## src/rtl/fwd_pkg.sv

```systemverilog
package fwd_pkg;
  typedef enum logic [1:0] {
    SEL_RF  = 2'b00,
    SEL_MEM = 2'b01,
    SEL_WB  = 2'b10
  } fwd_sel_e;
endpackage

```

## src/rtl/fwd_hit.sv

```systemverilog
// Decides whether one producer stage can supply one operand.
module fwd_hit #(
  parameter int RIDX_W = 5
) (
  input  logic [RIDX_W-1:0] src_idx,
  input  logic              prod_wen,
  input  logic [RIDX_W-1:0] prod_dst,
  input  logic              prod_ready,
  output logic              hit
);
  localparam logic [RIDX_W-1:0] ZERO_IDX = '1;

  always_comb begin
    hit = prod_wen && prod_ready && (prod_dst == src_idx) && (src_idx != ZERO_IDX);
  end
endmodule

```

## src/rtl/fwd_prio.sv

```systemverilog
// Youngest-first choice between the two producer stages.
module fwd_prio (
  input  logic       young_hit,
  input  logic       old_hit,
  output logic [1:0] sel
);
  import fwd_pkg::*;

  fwd_sel_e pick;

  always_comb begin
    if (young_hit)    pick = SEL_MEM;
    else if (old_hit) pick = SEL_WB;
    else              pick = SEL_RF;
    sel = pick;
  end
endmodule

```

## src/rtl/fwd_unit.sv

```systemverilog
module fwd_unit #(
  parameter int RIDX_W = 5
) (
  input  logic [RIDX_W-1:0] ex_rn,
  input  logic [RIDX_W-1:0] ex_rm,
  input  logic [RIDX_W-1:0] ex_rt,
  input  logic              mem_wen,
  input  logic [RIDX_W-1:0] mem_dst,
  input  logic              mem_is_load,
  input  logic              mem_sets_flags,
  input  logic              wb_wen,
  input  logic [RIDX_W-1:0] wb_dst,
  input  logic              wb_sets_flags,
  output logic [1:0]        sel_rn,
  output logic [1:0]        sel_rm,
  output logic [1:0]        sel_rt,
  output logic [1:0]        sel_flags
);
  localparam int NSRC = 3;

  logic [RIDX_W-1:0] src [NSRC];
  logic [1:0]        sel [NSRC];
  logic              mem_ready;

  always_comb begin
    src[0]    = ex_rn;
    src[1]    = ex_rm;
    src[2]    = ex_rt;
    mem_ready = !mem_is_load;
  end

  for (genvar i = 0; i < NSRC; i++) begin : g_src
    logic mem_hit;
    logic wb_hit;

    fwd_hit #(.RIDX_W(RIDX_W)) u_mem_hit (
      .src_idx   (src[i]),
      .prod_wen  (mem_wen),
      .prod_dst  (mem_dst),
      .prod_ready(mem_ready),
      .hit       (mem_hit)
    );

    fwd_hit #(.RIDX_W(RIDX_W)) u_wb_hit (
      .src_idx   (src[i]),
      .prod_wen  (wb_wen),
      .prod_dst  (wb_dst),
      .prod_ready(1'b1),
      .hit       (wb_hit)
    );

    fwd_prio u_prio (
      .young_hit(mem_hit),
      .old_hit  (wb_hit),
      .sel      (sel[i])
    );
  end

  fwd_prio u_flag_prio (
    .young_hit(mem_sets_flags),
    .old_hit  (wb_sets_flags),
    .sel      (sel_flags)
  );

  always_comb begin
    sel_rn = sel[0];
    sel_rm = sel[1];
    sel_rt = sel[2];
  end
endmodule

```

## config.mk

```make
export PLATFORM = sky130hd
export DESIGN_NAME = fwd_unit
export DESIGN_NICKNAME = d
export VERILOG_FILES = /design/src/rtl/fwd_pkg.sv /design/src/rtl/fwd_hit.sv /design/src/rtl/fwd_prio.sv /design/src/rtl/fwd_unit.sv
export SDC_FILE = /design/constraint.sdc
export NUM_CORES = 1
export LEC_CHECK = 0
export BUFFER_PORTS_ARGS = -buffer_cell sky130_fd_sc_hd__buf_2
export CORE_AREA = 5 5 42 44
export DETAILED_ROUTE_END_ITERATION = 16
export DIE_AREA = 0 0 47 49
export PLACE_DENSITY = 0.88
export SYNTH_ARGS = -nofsm -noshare
export SYNTH_HDL_FRONTEND = slang
export SYNTH_HIERARCHICAL = 1
export SYNTH_SLANG_ARGS = --single-unit
```

## constraint.sdc

```tcl
create_clock -name vclk -period 1.8
set_clock_uncertainty 0.2 [all_clocks]
set_input_delay 0.09 -clock vclk [all_inputs]
set_output_delay 0.09 -clock vclk [all_outputs]
set_load 0.03 [all_outputs]
```

### Word-level counts from Yosys, hierarchy flattened

Cells that the tools add are included.
W data, S select, Z words.

* flip-flop bits (word level): 0
* output and inout port bits: 8
* input port bits: 30
* memories: 0
* word-level logic and storage cells: 31
* RAM bits: 0
* bits in read-only memories: 0
* latch bits: 0

* add/subtract/negate cells: 0
* bitwise logic cells: 0
* divide/modulo/power cells: 0
* equal/unequal tests: 9
* reduce and logical (&&, ||, !) cells: 14
* multiplexer cells: 8
* multiply operators: 0
* magnitude comparators: 0
* shifts and indexed selects: 0

Operator list (number)
* $eq A5 B5 Y1: 6
* $mux W2: 8
* $ne A5 B5 Y1 const B: 3
* $logic_and A1 B1 Y1: 13
* $logic_not A1 Y1: 1

### Depth between registers and ports, before layout

Gate-level depths: netlist of the first run.

* depth after elaboration: 5
* gate-level depth with buffers: 4
* depth with buffers taken out: 4

### By module

Netlist of the first run, hierarchy kept.

Modules (own cells, without submodules)
* fwd_hit: cells an instance 10, sequential area each 0.0 µm², times used 6, area an instance 75.1 µm²
* fwd_prio: cells an instance 2, sequential area each 0.0 µm², times used 4, area an instance 21.3 µm²
* fwd_unit: cells an instance 2, sequential area each 0.0 µm², times used 1, area an instance 7.5 µm²

### Least setup slack after synthesis of the first run

OpenSTA, ideal clock, no wires.

* path kind: input-to-output
* start: input mem_dst[1]
* end: output sel_rm[0]
* setup slack: 644 ps
* arrival time: 866 ps
* path buffers: 1
* required time: 1510 ps
* stages on the path: 4
* cell sequence: xnor2_1 > o2111ai_1 > a211oi_2 > buf_4

* longest elaborated chain between the ends: 4

Ends and longest elaborated chain
* from (decl): RTL line fwd_unit.sv:8 `input logic [RIDX_W-1:0] mem_dst,`
* $eq A5 B5 Y1: RTL line fwd_hit.sv:14 `hit = prod_wen && prod_ready && (prod_dst == src_idx) && (src_idx != ZERO_IDX);`
* $logic_and A1 B1 Y1 (2 in series): RTL line fwd_hit.sv:14
* net g_src[1].mem_hit: RTL line fwd_unit.sv:33 `logic mem_hit;`
* $mux W2: RTL line fwd_prio.sv:12 `if (young_hit) pick = SEL_MEM;`
* to (decl): RTL line fwd_unit.sv:15 `output logic [1:0] sel_rm,`

The timed path passes the listed nets, and every way through them passes these cells.

### Worst setup path in the final report of the first run

* start: input mem_dst[1]
* end: output sel_rt[0]

* longest elaborated chain between the ends: 4

Ends and longest elaborated chain
* $eq A5 B5 Y1: RTL line fwd_hit.sv:14
* $logic_and A1 B1 Y1 (2 in series): RTL line fwd_hit.sv:14
* $mux W2: RTL line fwd_prio.sv:12
* to (decl): RTL line fwd_unit.sv:16 `output logic [1:0] sel_rt,`

Every way passes these cells.

==> results of run 1 <==
Yosys cell counts:
cell type,number
a211oi_2,6
buf_4,4
conb_1,1
inv_1,7
nand2_1,6
nand3_1,6
nand4_1,6
nor2b_4,4
o2111ai_1,6
xnor2_1,24
power breakdown:
group          total [W]  switching (W)  internal [W]
Clock                  0              0             0
Combinational   0.000159      0.0000843     0.0000746
Sequential             0              0             0
Total           0.000159      0.0000843     0.0000746
per-layer routing:
metal / vias to the layer above / GRT usage (%) / routed length (um)
met3: 2 / 0 / 132
met1: 280 / 17.17 / 559
li1: 315 / - / -
met4: 0 / 1.382 / 16
met2: 29 / 23.30 / 759
met5: - / 0 / 0
through the flow:
step	hold slack [ps]	cells	util, %	cell area [um^2]
after floorplan	20.61	72	-	550.5
after CTS	271.9	122	52.14	730.7
after global routing	281.9	122	52.14	730.7
after global placement	269.0	122	52.14	730.7
after detailed placement	271.1	122	52.14	730.7
final	269.6	122	52.14	730.7
cell type report:
type | count | area [um^2] | share of cell area, %
inverters | 7 | 26.28 | 3.596
well taps | 16 | 20.02 | 2.740
repair buffers | 38 | 190.2 | 26.03
multi-input cells | 61 | 494.2 | 67.64
how the worst min path moves through the flow:
stage	to	cells past startpoint	slack, ps
2_1_floorplan	sel_flags[1]	1	20
3_3_place_gp	sel_flags[0]	2	270
3_5_place_dp	sel_flags[0]	2	270
4_1_cts	sel_flags[0]	2	270
5_1_grt	sel_flags[0]	2	280
6_report	sel_flags[0]	2	270
cells by family after synthesis:
group,count (synthesis),share of synthesized area (%)
xor gates and xnor gates,24,38.71
and+or+nand+nor,22,26.73
AOI/OAI and AO/OA,12,23.50
buffers and inverters,11,10.37
other,1,0.6906
==> metrics.md, run 1 <==
| Metric | Value |
|---|---|
| Largest net degree at the start of global routing | `7` |
| Seq/Total Area, Yosys | `0%` |
| Max-cap violations | `0` |
| Initial DRC count | `7` |
| Power Dens Cells | `between 200 and 250 mW/mm^2` |
| Hold Buf Count CTS | `0` |
| Worst setup SP type | `primary input` |
| Syn Std Cell Area | `~540 um^2` |
| Power consumption | `between 0.00015 and 0.0002 W` |
| Total GRT Usage | `between 10% and 20%` |
| Final worst slack | `~350 ps` |
| Period utilization | `around four fifths` |
| GRT overflow | `0` |
| Pre-CTS WS | `approximately 350 ps` |
| DR vias/cell | `around 5.1` |
| ANT nets after route | `0` |
| Antenna violations before repair | `0` |
| Largest area contributor in the netlist | `xnor2_1` |
| Chip height | `between 40 and 50 um` |
| Vias in the first global route | `~610` |
| WS Path Type | `primary input to output port` |
| # nets final | `between 100 and 150` |
| Num sequential | `0` |
| Die width | `47 um` |
| Synth Instances | `70` |
| Largest cells by area after synthesis | `xnor2_1, a211oi_2, nor2b_4` |
| Slew Limit Fails | `0` |
| Peak Freq | `about 690 MHz` |
| CP Launch Point | `mem_dst[1]` |
| Worst EP arrival | `roughly 1200 ps` |
| DRC violations left | `0` |
| WP buf/inv | `2` |
| Port Buffers | `38` |
| Share of cells above drive strength 1 | `between 40 and 50%` |
| Worst setup EP type | `output port` |
| Leakage | `roughly 0.32 nW` |
| # fillers | `150` |
| CP delay by family, top | `compound AO/OA/AOI/OAI gates` |
| DP Wirelength | `approximately 1300 um` |
| Worst IR Drop VDD | `about 100 uV` |
| Synthesis-to-finish area growth | `34.56%` |
| Cts repair resizes | `0` |
| Routed Wire Length | `between 1000 and 1500 um` |
| Global-route wire length before repair | `approximately 2500 um` |
| CP peak stage delay | `approximately 340 ps` |
| Hold Path Class | `primary input to output port` |
| Average wire per standard cell | `between 10 and 15 um` |
| CORE AREA | `approximately 0.0014 mm^2` |
| Commonest non-fill, non-tap cell in the layout | `buf_2` |
| Sequential cell area | `0 um^2` |
| IO Count | `38` |
| Status | `complete, no violations` |
| Yosys Warn Count | `6` |
| Crit path required time | `~1500 ps` |
| Final setup viols | `0` |
| Antenna diodes | `0` |
| CP cell instances | `buf_2 > xnor2_1 > o2111ai_1 > a211oi_2 > buf_2` |
| CP Max Fanout | `6` |
| Final Hold Vio Count | `0` |
| Critical path's slowest cell | `a211oi_2` |
| CP most frequent cell | `buf_2` |
| Routability cong. | `between 0.7 and 0.8` |
| RSZ-0062 raised after global routing | `false` |
| Crit path to | `sel_rt[0]` |
| HP Start | `mem_sets_flags` |
| Setup TNS | `0 ps` |
| Clock buffer cells | `0` |
| DRT Pass-1 Iters | `4` |
| # Post-CTS Setup Buffers | `0` |
| Most frequent cells in the layout | `buf_2, xnor2_1, inv_1` |
| Synth Area per Inst | `between 7 and 8 um^2` |
| Yosys top cell area share | `approximately two fifths` |
| Via Count | `about 630` |
| Core Rows | `14` |
| Die ar. | `0.002303 mm^2` |
| Initial core utilization | `between 30% and 40%` |
| Number of distinct library cells after synthesis | `10` |
| Period minus WS final | `1450 ps` |
| WP depth | `5` |
Power figures use the tool's default switching activity.
==> run 2: changes to the inputs <==
- ABC_AREA: not set -> 1
- CORE_AREA: 5 5 42 44 -> not set
- CORE_MARGIN: not set -> 5
- CORE_UTILIZATION: not set -> 45
- DIE_AREA: 0 0 47 49 -> not set
- PLACE_DENSITY: 0.88 -> 0.89
- clock period: 1.8 -> 1.25 ns (I/O delays scaled with it)
==> run 2 against run 1 <==
  * Design area is 62% higher
  * Power is 110% higher
  * Die area is 19% higher
  * Largest power group unchanged
  * Highest routed layer unchanged
  * First-iteration DRC count grew to 3.6 times the previous value
  * Sequential cell count stayed put
  * Hold slack worse by 70 ps
  * Global-route usage is 2.0 points higher
==> metrics.md, run 2 <==
| Metric | Value |
|---|---|
| Seq/Total Area, Yosys | `0%` |
| Max-cap violations | `0` |
| Synthesis-to-finish area growth | `46.89%` |
| Period utilization | `93.91%` |
| Global-route wire length before repair | `about 3300 um` |
| Most frequent cells in the layout | `nand2_1, inv_1, nor2_1, buf_2` |
| Worst setup SP type | `primary input` |
| Yosys Warn Count | `6` |
| Peak Freq | `between 800 and 900 MHz` |
| WP depth | `10` |
| Vias in the first global route | `820` |
| Crit path required time | `between 900 and 1000 ps` |
| Routability cong. | `0.9024` |
| Routed Wire Length | `2475 um` |
| Main combinational cell family by area after synthesis | `simple AND/OR/NAND/NOR gates` |
| Adder-cell area share of the yosys netlist | `0%` |
| DRC violations left | `0` |
| Commonest non-fill, non-tap cell in the layout | `nand2_1` |
| Hold Buf Count CTS | `0` |
| Final Hold Vio Count | `0` |
| Finished Cell Area | `~0.0012 mm^2` |
| IO Count | `38` |
| Slew Limit Fails | `0` |
| Critical path's slowest cell | `nor2_1` |
| Simple-gate area share of the yosys netlist | `about 62%` |
| DP Wirelength | `1859 um` |
| Die ar. | `~0.0027 mm^2` |
| Share of cells above drive strength 1 | `23.43%` |
| Worst IR Drop VDD | `166.8 uV` |
| Port Buffers | `38` |
| Chip height | `about 52 um` |
| Synth Area per Inst | `slightly above 4 um^2` |
| DP Area | `0.001020 mm^2` |
| Power Dens Cells | `approximately 280 mW/mm^2` |
| Largest cells by area after synthesis | `nand2_1, inv_1, nor2_1` |
| Initial DRC count | `25` |
| Synth Instances | `200` |
| Core Rows | `15` |
| Number of distinct library cells after synthesis | `9` |
| HP Start | `mem_sets_flags` |
| Leakage | `0.8730 nW` |
| CORE AREA | `approximately 0.0017 mm^2` |
| Final setup viols | `0` |
| Hold depth | `2` |
| WS Path Type | `primary input to output port` |
| Largest net degree at the start of global routing | `10` |
| Total GRT Usage | `~15%` |
| Post-Layout Cell Count | `about 260` |
| Area of the multi-input gates | `~560 um^2` |
| Sequential cell area | `0 um^2` |
| Most common cell in the netlist | `nand2_1` |
| RSZ-0062 raised after global routing | `true` |
| Sequential share of power | `0%` |
| Multiplexer area fraction after synthesis | `0%` |
| DR vias/cell | `approximately 4.4` |
| WP buf/inv | `4` |
| Die width | `~52 um` |
| DRT Pass-1 Iters | `4` |
| Placed instance count | `between 200 and 300` |
| Switching pwr | `roughly 0.00018 W` |
| Num sequential | `0` |
| Via Count | `approximately 1,200` |
| CP delay by family, top | `simple AND/OR/NAND/NOR gates` |
| Yosys top cell area share | `39.13%` |
| Average wire per standard cell | `approximately 9.4 um` |
| ANT nets after route | `0` |
| XOR/XNOR Fraction of Synth Area | `0%` |
| Period minus WS final | `1174 ps` |
| Synth Area in Compound Gates | `between 3 and 4%` |
| Worst setup EP type | `output port` |
| Syn Std Cell Area | `805.8 um^2` |
| Setup TNS | `0 ps` |
| Worst hold path endpoint | `sel_flags[0]` |
| Antenna violations before repair | `0` |
| Initial core utilization | `a little under half` |
| Antenna diodes | `0` |
| # fillers | `154` |
| Clock buffer cells | `0` |
| Largest area contributor in the netlist | `nand2_1` |
| Clock power frac | `0%` |
| Hold Path Class | `primary input to output port` |
| CP peak stage delay | `about 130 ps` |
| Worst EP arrival | `910 ps` |
| Status | `complete, no violations` |
| GRT overflow | `0` |
| CP Max Fanout | `5` |
| CP cell instances | `buf_12 > inv_2 > nand2_2 > nand2_2 > nor2_2 > nand3_1 > nor2_1 > inv_1 > nor2_2 > buf_6` |
| Sw Ratio | `54.65%` |
| Most frequent cells after synthesis | `nand2_1, inv_1, nor2_1` |
| Comb pwr share | `100.0%` |
| Internal | `around 0.00015 W` |
| Hold slack | `~200 ps` |
| # nets final | `between 200 and 300` |
-- run 2: cell count changes after synthesis --
cell | previous run | this run
nor2b_4 | 4 | 0
a211oi_2 | 6 | 0
xnor2_1 | 24 | 0
a21oi_1 | 0 | 6
nand2_1 | 6 | 84
nor2_2 | 0 | 4
nor2_1 | 0 | 24
inv_1 | 7 | 65
o2111ai_1 | 6 | 0
-- run 2: how the worst max path moves through the flow --
stage	startpoint	to	slack [ps]
final	wb_dst[2]	sel_rn[1]	80
after global routing	wb_dst[2]	sel_rn[1]	-10
after CTS	mem_dst[3]	sel_rn[0]	30
after detailed placement	wb_dst[2]	sel_rn[1]	-50
after global placement	wb_dst[2]	sel_rn[1]	-40
after floorplan	wb_dst[0]	sel_rm[1]	280
-- run 2: per-layer routing --
metal  GRT usage (%)  vias to the layer above  wire (um)
li1                -                      630          -
met1           19.36                      493       1037
met2           27.48                       41       1253
met3          0.8547                        4        154
met4           1.702                        0         30
met5               0                        -          0
-- run 2: cells by family (layout without fill, tap and decap cells) --
family	after synthesis	in the layout
buffers and inverters	69	106
and+or+nand+nor	124	124
AOI/OAI and AO/OA	6	6
other	1	3
-- run 2: what timing repair did --
action,4_1_cts,5_1_grt
buffers inserted,0,0
pin swaps,0,14
setup endpoints to repair,1,6
resized for setup,3,53
gates cloned,0,1
-- run 2: power by group through the flow --
stage	combinational [W]	sequential [W]	clock, W
after floorplan	0.000152	0	0
after CTS	0.000274	0	0
after global routing	0.000368	0	0
final	0.000331	0	0
after global placement	0.000265	0	0
after detailed placement	0.000271	0	0
-- run 2: layout make-up --
class,count,share of cell area [%]
multi-input cells,133,47.36
repair buffers,41,29.18
well taps,25,2.643
inverters,65,20.82
-- run 2: stage by stage --
step	utilization (%)	total power, W	setup WS [ps]
detailed placement	59.71	0.0002713	-51.89
global placement	59.71	0.0002654	-35.33
floorplan	-	0.0001516	280.0
CTS	60.15	0.0002744	32.61
finish	69.30	0.0003309	76.11
global route	69.30	0.0003679	-9.975
